$ cat src/rtl/useq_pkg.sv
package useq_pkg;
    parameter int UA_W   = 5;
    parameter int OPC_W  = 2;
    parameter int CTL_W  = 8;
    parameter int FLAG_N = 2;
    localparam int FSEL_W     = (FLAG_N > 1) ? $clog2(FLAG_N) : 1;
    localparam int DEPTH      = 1 << UA_W;
    localparam int FETCH_LAST = 2;

    typedef logic [UA_W-1:0]  uaddr_t;
    typedef logic [CTL_W-1:0] ctl_t;

    typedef struct packed {
        ctl_t              ctl;
        logic              seq_end;
        logic              seq_if;
        logic              seq_wait;
        logic              seq_disp;
        logic [FSEL_W-1:0] fsel;
        uaddr_t            target;
    } uword_t;

    function automatic uword_t mk(input ctl_t c, input logic e, input logic b,
                                  input logic w, input logic d,
                                  input int fs, input int tg);
        uword_t r;
        r.ctl      = c;
        r.seq_end  = e;
        r.seq_if   = b;
        r.seq_wait = w;
        r.seq_disp = d;
        r.fsel     = FSEL_W'(fs);
        r.target   = uaddr_t'(tg);
        return r;
    endfunction

    function automatic uword_t store_word(input uaddr_t a);
        case (int'(a))
            0:       return mk(ctl_t'(8'h07), 1'b0, 1'b0, 1'b0, 1'b0, 0, 0);
            1:       return mk(ctl_t'(8'h08), 1'b0, 1'b0, 1'b1, 1'b0, 0, 0);
            2:       return mk(ctl_t'(8'h10), 1'b0, 1'b0, 1'b0, 1'b1, 0, 0);
            3:       return mk(ctl_t'(8'h21), 1'b1, 1'b0, 1'b0, 1'b0, 0, 0);
            6:       return mk(ctl_t'(8'h42), 1'b0, 1'b0, 1'b1, 1'b0, 0, 0);
            7:       return mk(ctl_t'(8'h84), 1'b1, 1'b0, 1'b1, 1'b0, 0, 0);
            9:       return mk(ctl_t'(8'h11), 1'b0, 1'b1, 1'b0, 1'b0, 0, 12);
            10:      return mk(ctl_t'(8'h22), 1'b1, 1'b0, 1'b0, 1'b0, 0, 0);
            12:      return mk(ctl_t'(8'h44), 1'b1, 1'b0, 1'b0, 1'b0, 0, 0);
            13:      return mk(ctl_t'(8'h88), 1'b0, 1'b1, 1'b0, 1'b0, 1, 15);
            14:      return mk(ctl_t'(8'h03), 1'b1, 1'b0, 1'b0, 1'b0, 0, 0);
            15:      return mk(ctl_t'(8'h0C), 1'b1, 1'b0, 1'b0, 1'b0, 0, 0);
            default: return mk(ctl_t'(0),    1'b1, 1'b0, 1'b0, 1'b0, 0, 0);
        endcase
    endfunction

    function automatic uaddr_t disp_entry(input int op);
        case (op)
            0:       return uaddr_t'(3);
            1:       return uaddr_t'(6);
            2:       return uaddr_t'(9);
            3:       return uaddr_t'(13);
            default: return uaddr_t'(0);
        endcase
    endfunction
endpackage

$ cat src/rtl/useq_store.sv
module useq_store
    import useq_pkg::*;
(
    input  uaddr_t addr,
    output uword_t word
);
    uword_t rom [DEPTH];

    for (genvar g = 0; g < DEPTH; g++) begin : g_rom
        assign rom[g] = store_word(uaddr_t'(g));
    end

    assign word = rom[addr];
endmodule

$ cat src/rtl/useq_dispatch.sv
module useq_dispatch
    import useq_pkg::*;
(
    input  logic [OPC_W-1:0] opcode,
    output uaddr_t           entry
);
    localparam int NOPC = 1 << OPC_W;
    uaddr_t table_q [NOPC];

    for (genvar g = 0; g < NOPC; g++) begin : g_tab
        assign table_q[g] = disp_entry(g);
    end

    assign entry = table_q[opcode];
endmodule

$ cat src/rtl/useq_next.sv
module useq_next
    import useq_pkg::*;
(
    input  uaddr_t            cur,
    input  uword_t            w,
    input  logic              mfc,
    input  logic [FLAG_N-1:0] flags,
    input  uaddr_t            entry,
    output logic              stall,
    output uaddr_t            nxt
);
    logic taken;

    assign stall = w.seq_wait & ~mfc;
    assign taken = w.seq_if & flags[w.fsel];

    always_comb begin
        if (stall)           nxt = cur;
        else if (w.seq_end)  nxt = '0;
        else if (w.seq_disp) nxt = entry;
        else if (taken)      nxt = w.target;
        else                 nxt = uaddr_t'(cur + 1'b1);
    end
endmodule

$ cat src/rtl/useq_top.sv
module useq_top
    import useq_pkg::*;
(
    input  logic              clk,
    input  logic              rst,
    input  logic              mfc,
    input  logic [FLAG_N-1:0] flags,
    input  logic [OPC_W-1:0]  opcode,
    output logic [CTL_W-1:0]  ctl_out,
    output logic [UA_W-1:0]   upc
);
    uaddr_t upc_q, nxt, entry;
    uword_t w;
    logic   stall;

    useq_store    i_store (.addr(upc_q), .word(w));
    useq_dispatch i_disp  (.opcode(opcode), .entry(entry));
    useq_next     i_next  (.cur(upc_q), .w(w), .mfc(mfc), .flags(flags),
                           .entry(entry), .stall(stall), .nxt(nxt));

    always_ff @(posedge clk) begin
        if (rst) upc_q <= '0;
        else     upc_q <= nxt;
    end

    assign upc     = upc_q;
    assign ctl_out = w.ctl;

    assert_reset_zero_R1: assert property (@(posedge clk) rst |=> upc_q == '0);

    assert_plain_step_R3: assert property (@(posedge clk) disable iff (rst)
        (!w.seq_wait && !w.seq_end && !w.seq_if && !w.seq_disp)
        |=> upc_q == uaddr_t'($past(upc_q) + 1'b1));

    assert_wait_hold_R4: assert property (@(posedge clk) disable iff (rst)
        (w.seq_wait && !mfc) |=> $stable(upc_q));

    assert_finish_zero_R5: assert property (@(posedge clk) disable iff (rst)
        (w.seq_end && mfc) |=> upc_q == '0);

    assert_dispatch_leaves_fetch_R6: assert property (@(posedge clk) disable iff (rst)
        (upc_q == uaddr_t'(FETCH_LAST)) |=> upc_q > uaddr_t'(FETCH_LAST));

    assert_branch_target_R7: assert property (@(posedge clk) disable iff (rst)
        (w.seq_if && !w.seq_wait && !w.seq_end && flags[w.fsel])
        |=> upc_q == $past(w.target));
endmodule

$ cat config.mk
export PLATFORM = sky130hd
export DESIGN_NAME = useq_top
export DESIGN_NICKNAME = d
export VERILOG_FILES = /design/src/rtl/useq_pkg.sv /design/src/rtl/useq_store.sv /design/src/rtl/useq_dispatch.sv /design/src/rtl/useq_next.sv /design/src/rtl/useq_top.sv
export SDC_FILE = /design/constraint.sdc
export NUM_CORES = 1
export LEC_CHECK = 0
export BUFFER_PORTS_ARGS = -buffer_cell sky130_fd_sc_hd__buf_4
export CAP_MARGIN = 25
export CORE_ASPECT_RATIO = 0.6
export CORE_MARGIN = 5
export CORE_UTILIZATION = 30
export DETAILED_ROUTE_END_ITERATION = 10
export HOLD_SLACK_MARGIN = 0.1
export SYNTH_ARGS = -nofsm -noshare
export SYNTH_HDL_FRONTEND = slang
export SYNTH_HIERARCHICAL = 1
export SYNTH_SLANG_ARGS = --single-unit
$ cat constraint.sdc
create_clock -name clk -period 2.52 [get_ports clk]
set_input_delay 0.504 -clock clk [delete_from_list [all_inputs] [get_ports clk]]
set_output_delay 0.504 -clock clk [all_outputs]
set_load 0.01 [all_outputs]
### Word level (Yosys, flattened, before mapping)

Memories as Yosys holds them, arrays and structs flattened.
Cells that the tools add are included.

| operators by class | value |
|---|---|
| multiplexer cells | 10 |
| add/subtract/negate cells | 1 |
| bitwise gates (word level) | 5 |
| $mul | 0 |
| div/mod/pow operators | 0 |
| shift operators | 0 |
| eq/ne operators | 0 |
| $lt $le $gt $ge | 3 |
| reductions and logical operators | 0 |

Operators by type and width:

| operator | number |
|---|---|
| two-way mux 18 bit | 2 |
| two-way mux 5 bit | 5 |
| binary-select mux 5 bit (select 2 bit) | 1 |
| greater-or-equal comparator 6 bit (second input constant) | 1 |
| inverter 5 -> 6 bit | 1 |
| adder 5 x 1 -> 5 bit (second input constant) | 1 |
| greater-or-equal comparator 3 bit (second input constant) | 1 |
| inverter 2 -> 3 bit | 1 |
| AND 1 bit | 2 |
| < comparator 1 x 2 -> 1 bit (second input constant) | 1 |
| two-way mux 1 bit | 2 |
| inverter 1 bit | 1 |

| storage, ports and cells | value |
|---|---|
| input port bits | 7 |
| memories kept | 1 |
| bits in read-only memories | 576 |
| RAM bits | 0 |
| register bits | 5 |
| latch bits | 0 |
| output and inout port bits | 13 |

Memories:

| memory | depth | width | rd ports | clocked after memory_dff | write ports | line | text |
|---|---|---|---|---|---|---|---|
| (no name shown) | 32 | 18 | 1 | 0 | 0 | useq_store.sv:13 | `assign word = rom[addr];` |

### Depth between registers and ports, before layout

| logic depth | value |
|---|---|
| depth after elaboration | 10 |
| mapped depth | 10 |
| mapped depth without buffers | 9 |

### Hierarchy

The synthesis kept the hierarchy.

By module, submodules not included:

| module | times used | area an instance (µm²) | cells each |
|---|---|---|---|
| useq_store | 1 | 324.1 | 48 |
| useq_next | 1 | 255.2 | 36 |
| useq_top | 1 | 131.4 | 10 |
| useq_dispatch | 1 | 36.3 | 6 |

### Least setup slack after synthesis

Ideal clock, no wire load.

| path | value |
|---|---|
| path type | flip-flop to flip-flop |
| from | reg upc_q[1] (netlist: upc[1]) |
| to | reg upc_q[3] (netlist: upc[3]) |
| slack | 400 ps |
| arrival time | 2,006 ps |
| setup time | 114 ps |
| period minus slack after synthesis | 2,120 ps |
| stages on the path, launching flop included | 11 |
| required time | 2,406 ps |
| path through | dfxtp_1 > inv_1 > ha_1 > nand2_1 > nor2_1 > buf_4 > mux2_4 > nand2_4 > mux2i_1 > a22oi_1 > nor2b_1 |

RTL lines:

| element | line | text |
|---|---|---|
| from (decl) | useq_top.sv:12 | `uaddr_t upc_q, nxt, entry;` |
| from (signal assigned) | useq_top.sv:23 | `else upc_q <= nxt;` |

### Final worst setup path

| path | value |
|---|---|
| from | reg upc_q[1] (netlist: upc[1]) |
| to | out ctl_out[2] |

| on the way | value |
|---|---|
| cells in the longest elaborated chain, start to end | 4 |

Ends and longest elaborated chain:

| element | line | text |
|---|---|---|
| inverter 5 -> 6 bit (not written as such) | useq_store.sv:13 |  |
| memory (32 x 18 bit) | -- |  |
| two-way mux 18 bit (not written as such) (2 in series) | useq_store.sv:13 |  |
| to (decl) | useq_top.sv:9 | `output logic [CTL_W-1:0] ctl_out,` |

No other way between the ends. The select of a mux whose other input is x is not followed.

==> impl_results.md <==
- Synthesized area per cell: 7.47 sq um
- Crit path from: upc[1]
- I/O pins: 20
- #FFs+latches synth: 5
- Max reg flops: 5
- Final hold vios: 0
- Final setup fails: 0
- Number of buffers created by CTS: 3
- Max-cap violations: 0
- Crit-path cells: inv_1 -> ha_1 -> nand2b_1 -> a21o_1 -> o21ai_0 -> buf_4
- Vias in the first global route: 720
- Synth cell types: 32
- CP peak stage delay: roughly 460 ps
- Synth Area in XOR/XNOR: between 3 and 4%
- Post-synthesis compound-gate area fraction: roughly a quarter
- P_sw: 0.494 mW
- Post-route ant nets: 0
- Commonest non-fill, non-tap cells in the layout: 27 x buf_4, 10 x a21oi_1, 9 x nand2_1, 8 x o21ai_0
- Number of clock sinks: 5
- WS Path Type: flip-flop to primary output
- Post-synthesis sequential area ratio: a little over an eighth
- CTS tree: yes
- Postcts setup bufs: 0
- Post-route DRC: 0
- Fin. max-slew vios: 0
- CP endpoint kind: primary output
- Crit path DAT: 1670 ps
- Clk Latency, worst-skew pair: roughly 220 ps
- Wire per inst: 13.5 um
- Initial core utilization: 30.7%
- FF-to-FF path depth: 9
- Largest net degree at the start of global routing: 18
- Flop2flop setup slack: 420 ps
- Crit-path leading delay family: flip-flops
- CTS hold repair buffers: 0
- Sequential power share: 12.3%
- DIE HEIGHT: 48.7 um
- Clock transition at path regs: approximately 40 ps
- Area contributors post-synth: dfxtp_1 13%, ha_1 10%, buf_4 9.0%, a21oi_1 6.7%, mux2i_1 6.7%
- Clock skew: 3.56 ps
- GRT overflow: 0
- Synth Warn #: 6
- Hold Path Stages: 2
- Root buf cell: clkbuf_8
- Post-Synth Simple-Gate Area: a little under a quarter
- Status: complete, no violations
- Critical Path RT: between 2000 and 2500 ps
- P&R area growth vs syn: 26.8%
- PortBufs: 19
- Vias per cell: ~5
- Largest family of logic cells by synthesized area: compound AO/OA/AOI/OAI gates
- Cells after synthesis: 100
- Sw Share: 45.7%
- Die outline width: ~74 um
- Drt pass-1 iters: 4
- DIE AREA: 0.00362 sq mm
- Most common cell after layout, fill and taps aside: buf_4
- Max Buffers Root-to-Sink: 2
- Core area: 0.00243 sq mm
- Combinational share of power: 73.8%
- VDD IR-drop max: 0.383 mV
- Critical-path cell with the highest stage delay: dfxtp_1
- Post-Syn Nets: 113
- Internal: roughly 0.59 mW
- Hold Crit Class: primary input to flip-flop
- Worst Path Buf+Inv: 2
- Unrepaired setup endpoints after global routing: false
- Max-slew headroom: between 60% and 70%
- Share of the synthesized area in the top cell type: 13.4%
- Area after DPL: 902 sq um
- Post-synth design cell area: 747 sq um
- Power, Total: 1.08 mW
- Via Count: 744
- Setup TNS: 0 ps
- FP Rows: 14
- Min Clock Period, post-route: 2180 ps
- Crit path launch type: flip-flop
- Worst-path fanout max: 6
- Post-layout instance area: 947 sq um
- Adder-cell share of the synthesized area: 10.1%
- Measured slew at the worst slew-check pin: 520 ps
- H-tree Lvls: 1
- GRT Total Usage: approximately 12%
- Detailed Place HPWL: 1590 um
- Antenna violations before repair: 0
- Area leader, netlist: dfxtp_1
- Routability cong.: between 0.7 and 0.8
- Final layout net count: 133
- Fmax: 0.459 GHz
- Min-delay src: rst
- Fill count: 259
- # resized after CTS: 0
- Final WL: 2040 um
- Initial DRC Count: 37
- First-pass GRT wire length: 3420 um
- Pwr/cell area: ~1100 mW/mm^2
- Reg-to-Reg Start: upc[1]
- Clock power frac: 14.0%
- Mux contribution to synthesized area: under 10%
- Worst path depth: 6
- Antenna diode count: 0
- Leakage: around 0.44 nW
- Period utilisation layout: 86.4%
- Layout cells sized above 1: 29.4%
==> metrics by stage <==
stage               worst slack (ps)  instances  util, %  hold slack [ps]
floorplan                        400        100        -              576
global placement                 501        147     37.1              720
detailed placement               447        147     37.1              723
CTS                              338        151     38.9              492
global route                     202        151     38.9              491
finish                           344        151     38.9              497
==> worst register-to-register path, cell delays in order (launching register included) <==
cell and delay [ps]:
dfxtp_1 370, inv_1 130, ha_1 200, nand2_1 130
nor2_1 240, mux2_4 360, nand2_4 110, mux2i_1 90
o41ai_2 240, nor2b_1 160
==> final timing paths <==
check	endpoint
worst max-delay path	ctl_out[2]
worst min-delay path	upc[0]
worst max register to register	upc[4]
worst min register to register	upc[2]
==> synthesized netlist by cell type <==
cell type	instances
a211oi_1	2
inv_1	5
nor2_1	4
xor2_1	1
a31oi_1	1
nor2b_4	1
o21ai_0	8
xnor2_1	2
nand2_1	9
nor4b_1	1
a21o_1	1
a21oi_1	10
or2b_1	1
a311oi_1	1
nor2b_1	6
buf_4	9
nand2_4	1
ha_1	6
nand2b_1	4
mux2_4	1
buf_6	1
a22oi_1	3
nand3_1	3
nor3_1	2
o21a_1	1
o41ai_2	1
mux2i_1	5
conb_1	2
a2111oi_2	1
clkbuf_1	1
dfxtp_1	5
buf_2	1
==> layer usage <==
metal  vias up  wire length [um]  global-route usage (%)
met3         2                50                    2.48
met1       348              1110                    18.6
met5         -                 0                       0
met4         0                14                    2.96
met2        17               861                    16.6
li1        377                 -                       -
==> cell type report <==
type	count	area, sq um	share of cell area (%)
clock buffer	4	45.0	4.76
multi-input combinational	78	541	57.1
tap	32	40.0	4.23
sequential	5	100	10.6
inverter	5	18.8	1.98
timing repair buffer	27	203	21.4
==> power groups by stage <==
| stage | Clock [mW] | Sequential, mW | Combinational [mW] |
|---|---|---|---|
| after floorplan | 0 | 0.174 | 0.457 |
| after global placement | 0 | 0.134 | 0.783 |
| after detailed placement | 0 | 0.135 | 0.787 |
| after CTS | 0.154 | 0.133 | 0.796 |
| after global routing | 0.163 | 0.137 | 0.884 |
| final | 0.151 | 0.133 | 0.798 |
==> cell families after synthesis <==
logic type	Yosys count
compound gates	29
buf+inv	17
other cells	2
mux	6
simple gates	32
fa+ha+maj	6
flops	5
xor+xnor	3
Power figures use the tool's default switching activity.
